`config.mk`:
```
export PLATFORM = sky130hd
export DESIGN_NAME = smb_pin_expander
export DESIGN_NICKNAME = d
export VERILOG_FILES = /design/src/rtl/smbx_pkg.sv /design/src/rtl/smbx_sync.sv /design/src/rtl/smbx_link.sv /design/src/rtl/smbx_cfg.sv /design/src/rtl/smb_pin_expander.sv
export SDC_FILE = /design/constraint.sdc
export NUM_CORES = 1
export LEC_CHECK = 0
export ABC_AREA = 1
export BUFFER_PORTS_ARGS = -buffer_cell sky130_fd_sc_hd__buf_4
export CAP_MARGIN = 20
export CORE_MARGIN = 5
export CORE_UTILIZATION = 55
export DETAILED_ROUTE_END_ITERATION = 12
export PLACE_DENSITY = 0.75
export RECOVER_POWER = 25
export SKIP_LAST_GASP = 1
export SYNTH_ARGS = -nofsm -noshare
export SYNTH_HDL_FRONTEND = slang
export SYNTH_SLANG_ARGS = --single-unit
```
`constraint.sdc`:
```
create_clock -name clk -period 2.13 [get_ports clk]
set_clock_uncertainty 0.15 [all_clocks]
set_input_delay 0.3195 -clock clk [delete_from_list [all_inputs] [get_ports clk]]
set_output_delay 0.3195 -clock clk [all_outputs]
set_load 0.03 [all_outputs]
```
`src/rtl/smbx_pkg.sv`:
```
package smbx_pkg;
    localparam int NPIN = 3;
    localparam int CFGW = 7;

    typedef enum logic [2:0] {
        ST_IDLE, ST_ADDR, ST_AACK, ST_WDATA, ST_WACK, ST_RDATA, ST_RACK
    } link_st_e;

    typedef struct packed {
        link_st_e    st;
        logic [3:0]  cnt;
        logic [7:0]  sh;
        logic        rw;
        logic        pd;
        logic        scl_p;
        logic        sda_p;
    } link_t;

    typedef struct packed {
        logic [CFGW-1:0] norm;
        logic [CFGW-1:0] susp;
    } cfg_t;

    function automatic logic [6:0] addr_code(input int variant, input logic [1:0] sel);
        logic [6:0] base;
        case (sel)
            2'b00:   base = 7'h20;
            2'b01:   base = 7'h3C;
            default: base = 7'h48;
        endcase
        return base + 7'(variant);
    endfunction
endpackage

```
`src/rtl/smbx_sync.sv`:
```
module smbx_sync #(
    parameter int W      = 2,
    parameter int STAGES = 2
) (
    input  logic         clk,
    input  logic         rst_n,
    input  logic [W-1:0] d_i,
    output logic [W-1:0] q_o
);
    logic [W-1:0] stage_q [STAGES];
    logic [W-1:0] stage_d [STAGES];

    always_comb begin
        stage_d[0] = d_i;
        for (int i = 1; i < STAGES; i++) stage_d[i] = stage_q[i-1];
    end

    always_ff @(posedge clk or negedge rst_n) begin
        if (!rst_n) begin
            for (int i = 0; i < STAGES; i++) stage_q[i] <= '1;
        end else begin
            for (int i = 0; i < STAGES; i++) stage_q[i] <= stage_d[i];
        end
    end

    assign q_o = stage_q[STAGES-1];
endmodule

```
`src/rtl/smbx_link.sv`:
```
module smbx_link
    import smbx_pkg::*;
(
    input  logic            clk,
    input  logic            rst_n,
    input  logic            scl_s,
    input  logic            sda_s,
    input  logic [6:0]      my_addr,
    input  logic [NPIN-1:0] pin_i,
    input  logic            therm_i,
    output logic            sda_pd_o,
    output logic            wr_en_o,
    output logic [7:0]      wr_byte_o
);
    link_t q, d;
    logic  scl_rise, scl_fall, start_c, stop_c;
    logic [7:0] tx;

    always_comb begin
        scl_rise = scl_s & ~q.scl_p;
        scl_fall = ~scl_s & q.scl_p;
        start_c  = scl_s & q.scl_p & q.sda_p & ~sda_s;
        stop_c   = scl_s & q.scl_p & ~q.sda_p & sda_s;
        tx       = {4'b0000, therm_i, pin_i};
        d        = q;
        d.scl_p  = scl_s;
        d.sda_p  = sda_s;
        wr_en_o  = 1'b0;
        unique case (q.st)
            ST_IDLE: ;
            ST_ADDR: begin
                if (scl_rise && q.cnt != 4'd8) begin
                    d.sh  = {q.sh[6:0], sda_s};
                    d.cnt = q.cnt + 4'd1;
                end else if (scl_fall && q.cnt == 4'd8) begin
                    if (q.sh[7:1] == my_addr) begin
                        d.pd = 1'b1;
                        d.rw = q.sh[0];
                        d.st = ST_AACK;
                    end else begin
                        d.st = ST_IDLE;
                    end
                end
            end
            ST_AACK: begin
                if (scl_fall) begin
                    d.cnt = '0;
                    if (q.rw) begin
                        d.sh = tx;
                        d.pd = ~tx[7];
                        d.st = ST_RDATA;
                    end else begin
                        d.pd = 1'b0;
                        d.st = ST_WDATA;
                    end
                end
            end
            ST_WDATA: begin
                if (scl_rise && q.cnt != 4'd8) begin
                    d.sh  = {q.sh[6:0], sda_s};
                    d.cnt = q.cnt + 4'd1;
                end else if (scl_fall && q.cnt == 4'd8) begin
                    d.pd = 1'b1;
                    d.st = ST_WACK;
                end
            end
            ST_WACK: begin
                if (scl_rise) wr_en_o = 1'b1;
                if (scl_fall) begin
                    d.pd = 1'b0;
                    d.st = ST_IDLE;
                end
            end
            ST_RDATA: begin
                if (scl_rise) begin
                    d.cnt = q.cnt + 4'd1;
                end else if (scl_fall) begin
                    if (q.cnt == 4'd8) begin
                        d.pd = 1'b0;
                        d.st = ST_RACK;
                    end else begin
                        d.sh = {q.sh[6:0], 1'b0};
                        d.pd = ~q.sh[6];
                    end
                end
            end
            ST_RACK: begin
                if (scl_rise) d.st = sda_s ? ST_IDLE : ST_AACK;
            end
            default: d.st = ST_IDLE;
        endcase
        if (start_c) begin
            d.st  = ST_ADDR;
            d.cnt = '0;
            d.pd  = 1'b0;
        end else if (stop_c) begin
            d.st  = ST_IDLE;
            d.cnt = '0;
            d.pd  = 1'b0;
        end
    end

    always_ff @(posedge clk or negedge rst_n) begin
        if (!rst_n) begin
            q       <= '0;
            q.st    <= ST_IDLE;
            q.scl_p <= 1'b1;
            q.sda_p <= 1'b1;
        end else begin
            q <= d;
        end
    end

    assign sda_pd_o  = q.pd;
    assign wr_byte_o = q.sh;

    // SDA pull-down only begins after SCL was seen low
    assert_pd_after_fall_R11: assert property (@(posedge clk) disable iff (!rst_n)
        $rose(q.pd) |-> !$past(scl_s));
    // one commit per transfer
    assert_single_commit_R3: assert property (@(posedge clk) disable iff (!rst_n)
        wr_en_o |=> !wr_en_o);
    // a START or STOP never leads straight into a commit
    assert_abort_no_commit_R4: assert property (@(posedge clk) disable iff (!rst_n)
        (start_c || stop_c) |=> !wr_en_o);
endmodule

```
`src/rtl/smbx_cfg.sv`:
```
module smbx_cfg
    import smbx_pkg::*;
#(
    parameter bit OUT_RST_RELEASED = 1'b1
) (
    input  logic            clk,
    input  logic            rst_n,
    input  logic            wr_en_i,
    input  logic [7:0]      wr_byte_i,
    input  logic            suspend_n_i,
    output logic [NPIN-1:0] pin_pd_o,
    output logic [3:0]      mask_o
);
    localparam logic [CFGW-1:0] RST_CFG = {4'b1111, {NPIN{OUT_RST_RELEASED}}};

    cfg_t q, d;
    logic [CFGW-1:0] sel;

    always_comb begin
        d = q;
        if (wr_en_i) begin
            if (wr_byte_i[7]) d.norm = wr_byte_i[CFGW-1:0];
            else              d.susp = wr_byte_i[CFGW-1:0];
        end
    end

    always_ff @(posedge clk or negedge rst_n) begin
        if (!rst_n) begin
            q.norm <= RST_CFG;
            q.susp <= RST_CFG;
        end else begin
            q <= d;
        end
    end

    always_comb begin
        sel      = suspend_n_i ? q.norm : q.susp;
        pin_pd_o = ~sel[NPIN-1:0];
        mask_o   = sel[CFGW-1:NPIN];
    end

    // a write to one configuration leaves the other one alone
    assert_norm_kept_R3: assert property (@(posedge clk) disable iff (!rst_n)
        (wr_en_i && !wr_byte_i[7]) |=> $stable(q.norm));
    assert_susp_kept_R3: assert property (@(posedge clk) disable iff (!rst_n)
        (wr_en_i && wr_byte_i[7]) |=> $stable(q.susp));
    // without a commit nothing is stored
    assert_hold_no_write_R4: assert property (@(posedge clk) disable iff (!rst_n)
        !wr_en_i |=> ($stable(q.norm) && $stable(q.susp)));
endmodule

```
`src/rtl/smb_pin_expander.sv`:
```
module smb_pin_expander
    import smbx_pkg::*;
#(
    parameter int ADDR_VARIANT     = 0,
    parameter bit OUT_RST_RELEASED = 1'b1,
    parameter int SYNC_STAGES      = 2
) (
    input  logic       clk,
    input  logic       rst_n,
    input  logic       scl_i,
    input  logic       sda_i,
    output logic       sda_pd_o,
    input  logic [1:0] addr_sel_i,
    input  logic       suspend_n_i,
    input  logic [2:0] pin_i,
    input  logic       therm_flag_i,
    output logic [2:0] pin_pd_o,
    output logic [3:0] mask_o
);
    logic [1:0] bus_s;
    logic [6:0] addr_q, addr_d;
    logic       wr_en;
    logic [7:0] wr_byte;

    always_comb addr_d = rst_n ? addr_q : addr_code(ADDR_VARIANT, addr_sel_i);

    always_ff @(posedge clk) addr_q <= addr_d;

    smbx_sync #(.W(2), .STAGES(SYNC_STAGES)) u_sync (
        .clk   (clk),
        .rst_n (rst_n),
        .d_i   ({scl_i, sda_i}),
        .q_o   (bus_s)
    );

    smbx_link u_link (
        .clk       (clk),
        .rst_n     (rst_n),
        .scl_s     (bus_s[1]),
        .sda_s     (bus_s[0]),
        .my_addr   (addr_q),
        .pin_i     (pin_i),
        .therm_i   (therm_flag_i),
        .sda_pd_o  (sda_pd_o),
        .wr_en_o   (wr_en),
        .wr_byte_o (wr_byte)
    );

    smbx_cfg #(.OUT_RST_RELEASED(OUT_RST_RELEASED)) u_cfg (
        .clk         (clk),
        .rst_n       (rst_n),
        .wr_en_i     (wr_en),
        .wr_byte_i   (wr_byte),
        .suspend_n_i (suspend_n_i),
        .pin_pd_o    (pin_pd_o),
        .mask_o      (mask_o)
    );

    // the address never moves once reset is released
    assert_addr_frozen_R1: assert property (@(posedge clk) disable iff (!rst_n)
        rst_n |=> $stable(addr_q));
endmodule

```
# After elaboration in Yosys (flattened, before gate mapping)
# Cells that the tools add are included.
# totals
ff_bits,44
inputBits,11
out_inout_bits,8
# op_classes
add_sub_neg,1
n_eq_ne,30
muxes,41
n_bitwise,15
reduce_logical,15
# ops
cell,count
"inequality test 4 x 1 -> 1 bit, second input constant",10
case mux 12 bit (3 select lines),1
2-to-1 mux 8 bit,4
2-to-1 mux 3 bit,10
2-to-1 mux 7 bit,3
case mux 3 bit (7 select lines),1
2-to-1 mux 1 bit,15
2-to-1 mux 15 bit,1
case mux 7 bit (2 select lines),1
2-to-1 mux 12 bit,1
AND reduction 11 bit,1
AND reduction 10 bit,1
"equality test 3 bit, second input constant",3
"inequality test 2 x 1 -> 1 bit, second input constant",4
"inequality test 4 x 2 -> 1 bit, second input constant",2
"inequality test 4 bit, second input constant",2
AND reduction 4 bit,2
AND 1 bit,7
equality test 7 bit,1
NOT 1 bit,7
AND reduction 7 bit,1
nonzero test 7 bit,1
"equality test 3 x 2 -> 1 bit, second input constant",2
case mux 1 bit (5 select lines),1
other kinds (16),20

# Logic depth before layout (Yosys ltp)
# depth
word_depth,8
mapped_depth,13
depth_no_buf,13

# Hierarchy
# From an unflattened synthesis, not the netlist that was laid out.
# unflattened
cells_unflattened,315
area_unflattened_um2,2436.1
# modules_own_cells
mod,n_inst,cells_each,area_each_um2,seq_area_each_um2
smbx_link,1,216,1488.9,478.0
smbx_cfg,1,84,695.7,367.9
smb_pin_expander,1,11,146.4,120.1
smbx_sync,1,4,105.1,105.1

# Worst setup path before layout
# Ideal clock, no wire load.
# synth_timing
kind,input to output
startpoint,input suspend_n_i
endpoint,output pin_pd_o[0]
arrival_ns,1.207
t_required_ns,1.661
slack_ns,0.453
cell_stages,2
cell_sequence,clkbuf_1 mux2i_1
# synth_via
elab_chain_len,2
# synth_rtl
item,line,source
"start, declared",smb_pin_expander.sv:14,"input logic suspend_n_i,"
2-to-1 mux 7 bit,smbx_cfg.sv:37,sel = suspend_n_i ? q.norm : q.susp;
NOT 3 bit,smbx_cfg.sv:38,pin_pd_o = ~sel[NPIN-1:0];
"end, declared",smb_pin_expander.sv:17,"output logic [2:0] pin_pd_o,"
# Every way passes these cells.

# Final worst setup path
# layout_timing
startpoint,"register u_sync.stage_q, in the netlist u_sync.q_o[1]"
endpoint,"register u_link.q, in the netlist u_link.wr_byte_o[6]"
# layout_via
elab_chain_len,4
elab_cells_between_ends,9
cone_classes,eq/ne (4); bitwise (3); reduce/logical (2)
# layout_rtl
item,line,source
"start, declared",smbx_sync.sv:10,logic [W-1:0] stage_q [STAGES];
AND 1 bit / NOT 1 bit (equally long branches),"smbx_link.sv:20, smbx_link.sv:21",
logical AND 1 bit / AND 1 bit (equally long branches),"smbx_link.sv:32, smbx_link.sv:59, smbx_link.sv:21",
inequality test 2 x 1 -> 1 bit (no line),--,
AND reduction 7 bit (no line) *,--,
"end, declared",smbx_link.sv:15,"link_t q, d;"
# Mark *: on every way between the ends. The rest lies on a longest branch, timed or not.
# A chain may end at the register's enable or synchronous reset.

==> run metrics <==
RSZ-0062 raised after global routing=no; non-filler cells, final=351; number of flops mapped to enable cells by yosys=4; H-tree levels=2; Cells after Synth=277; Fillers=362; syn avg cell area=7.963 sq um; final clock period utilization by the worst path=0.9054; largest area contributor in the netlist=dfstp_2; Cell Area, Synth=2206 sq um; P_leak=1.210 nW; Synth cell types=30; Finished Cell Area=2515 sq um; ys async rst share=0.9024; post-synthesis register bit count=41; P&R area growth vs syn=14.01%; CTS clk-pin slew, worst paths=0.08 ns; top-count cell post-synth=nand2_1; FF/Latch Area=1071 sq um; synth warn=0; fmax=0.5186 GHz; die area=5377 sq um; post-route setup slack=0.2016 ns; dpl ws=0.2431 ns; HPWL Detailed=3252 um; DRC=0; initial detailed-routing violation count=111; Tot Pwr=1.858 mW; share of layout cells above drive strength 1=0.2392; outcome=finished clean; initial antenna violation count=0; initial core utilization=0.5595; share of the synthesized area in the top cell type=0.2382; Clock Latency Late Sink=0.30 ns; Rel. slew slack=0.4181; Pre-antenna DRT Iters=4; area of the multi-input gates=954.7 sq um; clk buf depth=2; postcts setup bufs=0; DR vias=1849; nets@finish=313; Setup Viol. Count Final=0; num rows=23; Post-synth top cells=nand2_1, inv_1, nand3_1; final antenna-violating net count=0; core box area=3943 sq um; Min-Delay Path Class=in -> reg; Final Hold Vio Count=0; crit end category=register; critical path arrival=2.01 ns; Slew Limit Fails=0; placed cell count=340; routability cong.=0.9346; Root Buffer=clkbuf_8; CTS tree=yes; Max Fanout on Critical Path=16; maximum vdd drop=0.0004113 V; Routed WL=4421 um; I/O Buffers=18; first-pass GRT wire length=7638 um; Setup TNS=0 ns; number of global-route vias before repair=1725; Cell Pwr Density=738.7 nW/um^2; Die X=73.33 um; DR vias/cell=5.268; clk sink count=41; largest net degree at the start of global routing=38; ANT cells=0; DP Area=2381 sq um; CP required=2.21 ns; syn_nets=290; sequential fraction of the synthesis area=0.4855; All-Layer GR Usage=0.1879; CTS buffer count=5; top_reg_cell synth=dfstp_2; Setup Crit Path Kind=reg -> reg; min Tclk post-route=1.928 ns; top cells by area, synth=dfstp_2, dfrtp_1, nand2_1, nand3_1, edfxtp_1; Remaining Overflow, GRT=0; number of max-cap violations=0; Routed WL per cell=12.60 um; Slew @ Worst Pin=0.8728 ns; top-level port count=19; Die Y=73.33 um; Setup crit start kind=register
-- critical path: stages, from the launching register on --
cell,delay [ns]
dfstp_1,0.56
inv_1,0.07
nor2_1,0.31
nand2_1,0.10
nand2_1,0.10
nand2_2,0.07
nor2_4,0.31
nand3_1,0.11
o21ai_1,0.09
-- cell type report --
cell class                 instances  share of cell area
timing repair buffer              24             0.07214
tap                               50             0.02488
inverter                          36             0.05373
multi-input combinational        192              0.3796
clock buffer                       6             0.03731
sequential                        41              0.4259
clock inverter                     2            0.006468
-- cells by family (layout without fill, tap and decap cells) --
kind of cell	count (synthesis)	in the layout	share of synthesized area
xor+xnor	3	3	0.01191
fa+ha+maj	2	2	0.01134
compound gates	41	41	0.09983
buf+inv	44	68	0.08168
simple gates	139	139	0.2757
mux	7	7	0.03403
flops	41	41	0.4855
-- final timing paths --
path                                             start                         endpoint  slack [ns]  depth (start not counted)
min in group asynchronous                        rst_n  u_link.wr_byte_o[5]$_DFFE_PN0P_        0.63                          3
max in group asynchronous                        rst_n         u_link.q[15]$_DFFE_PN0P_        0.64                          3
setup / recovery               u_sync.q_o[1]$_DFF_PN1_  u_link.wr_byte_o[6]$_DFFE_PN0P_        0.20                          8
hold / removal                           addr_sel_i[1]              addr_q[6]$_DFFE_PN_        0.11                          1
setup reg to reg               u_sync.q_o[1]$_DFF_PN1_  u_link.wr_byte_o[6]$_DFFE_PN0P_        0.20                          8
hold reg to reg            u_sync.stage_d[1]$_DFF_PN1_          u_sync.q_o[1]$_DFF_PN1_        0.21                          0
-- cell usage in the layout, fill, tap and decap left out, types with 2 or more instances in the layout --
cell type and count:
nor2_1 23, mux2i_1 3, nand4_1 5, clkbuf_4 4
nand2_1 75, nand3_1 24, clkbuf_8 5, dfrtp_1 17
ha_1 2, nor2_2 3, dlygate4sd3_1 3, mux2_2 4
inv_2 9, a21oi_1 8, dfstp_1 2, o21a_1 2
edfxtp_1 4, xor2_1 2, o21ai_0 16, nand2_2 5
dfstp_2 18, buf_4 15, o21ai_1 12, nand3_2 2
inv_1 27
-- per-stage QoR --
stage / hold slack (ns) / util
floorplan: -0.1261 / -
global placement: 0.1963 / 0.6039
detailed placement: 0.1973 / 0.6039
CTS: 0.05608 / 0.6395
global route: 0.1211 / 0.6379
finish: 0.1083 / 0.6379
-- routing by layer --
layer	up-vias	GRT usage	routed length (um)
met5	-	0	0
met4	0	0.08853	97
li1	930	-	-
met1	865	0.2478	2052
met3	9	0.03420	255
met2	45	0.2999	2014
-- sequential cells by signal, indices dropped and copies added (netlist names) --
register and count:
u_sync.q_o 2, u_link.q 10, u_sync.stage_d 2, u_cfg.q 14, addr_q 4, u_link.wr_byte_o 8, u_link.sda_pd_o 1
-- where the power goes --
| group | internal, mW | switching (mW) |
|---|---|---|
| sequential | 0.863 | 0.0609 |
| combinational | 0.117 | 0.228 |
| clock | 0.304 | 0.286 |
| total | 1.28 | 0.574 |
-- repair_timing --
action	CTS	global route
endpoints found under the hold margin	19	0
resized for setup	0	0
setup endpoints to repair	0	0
hold buffers	3	0
No activity file was read; power rests on OpenSTA's default activity.
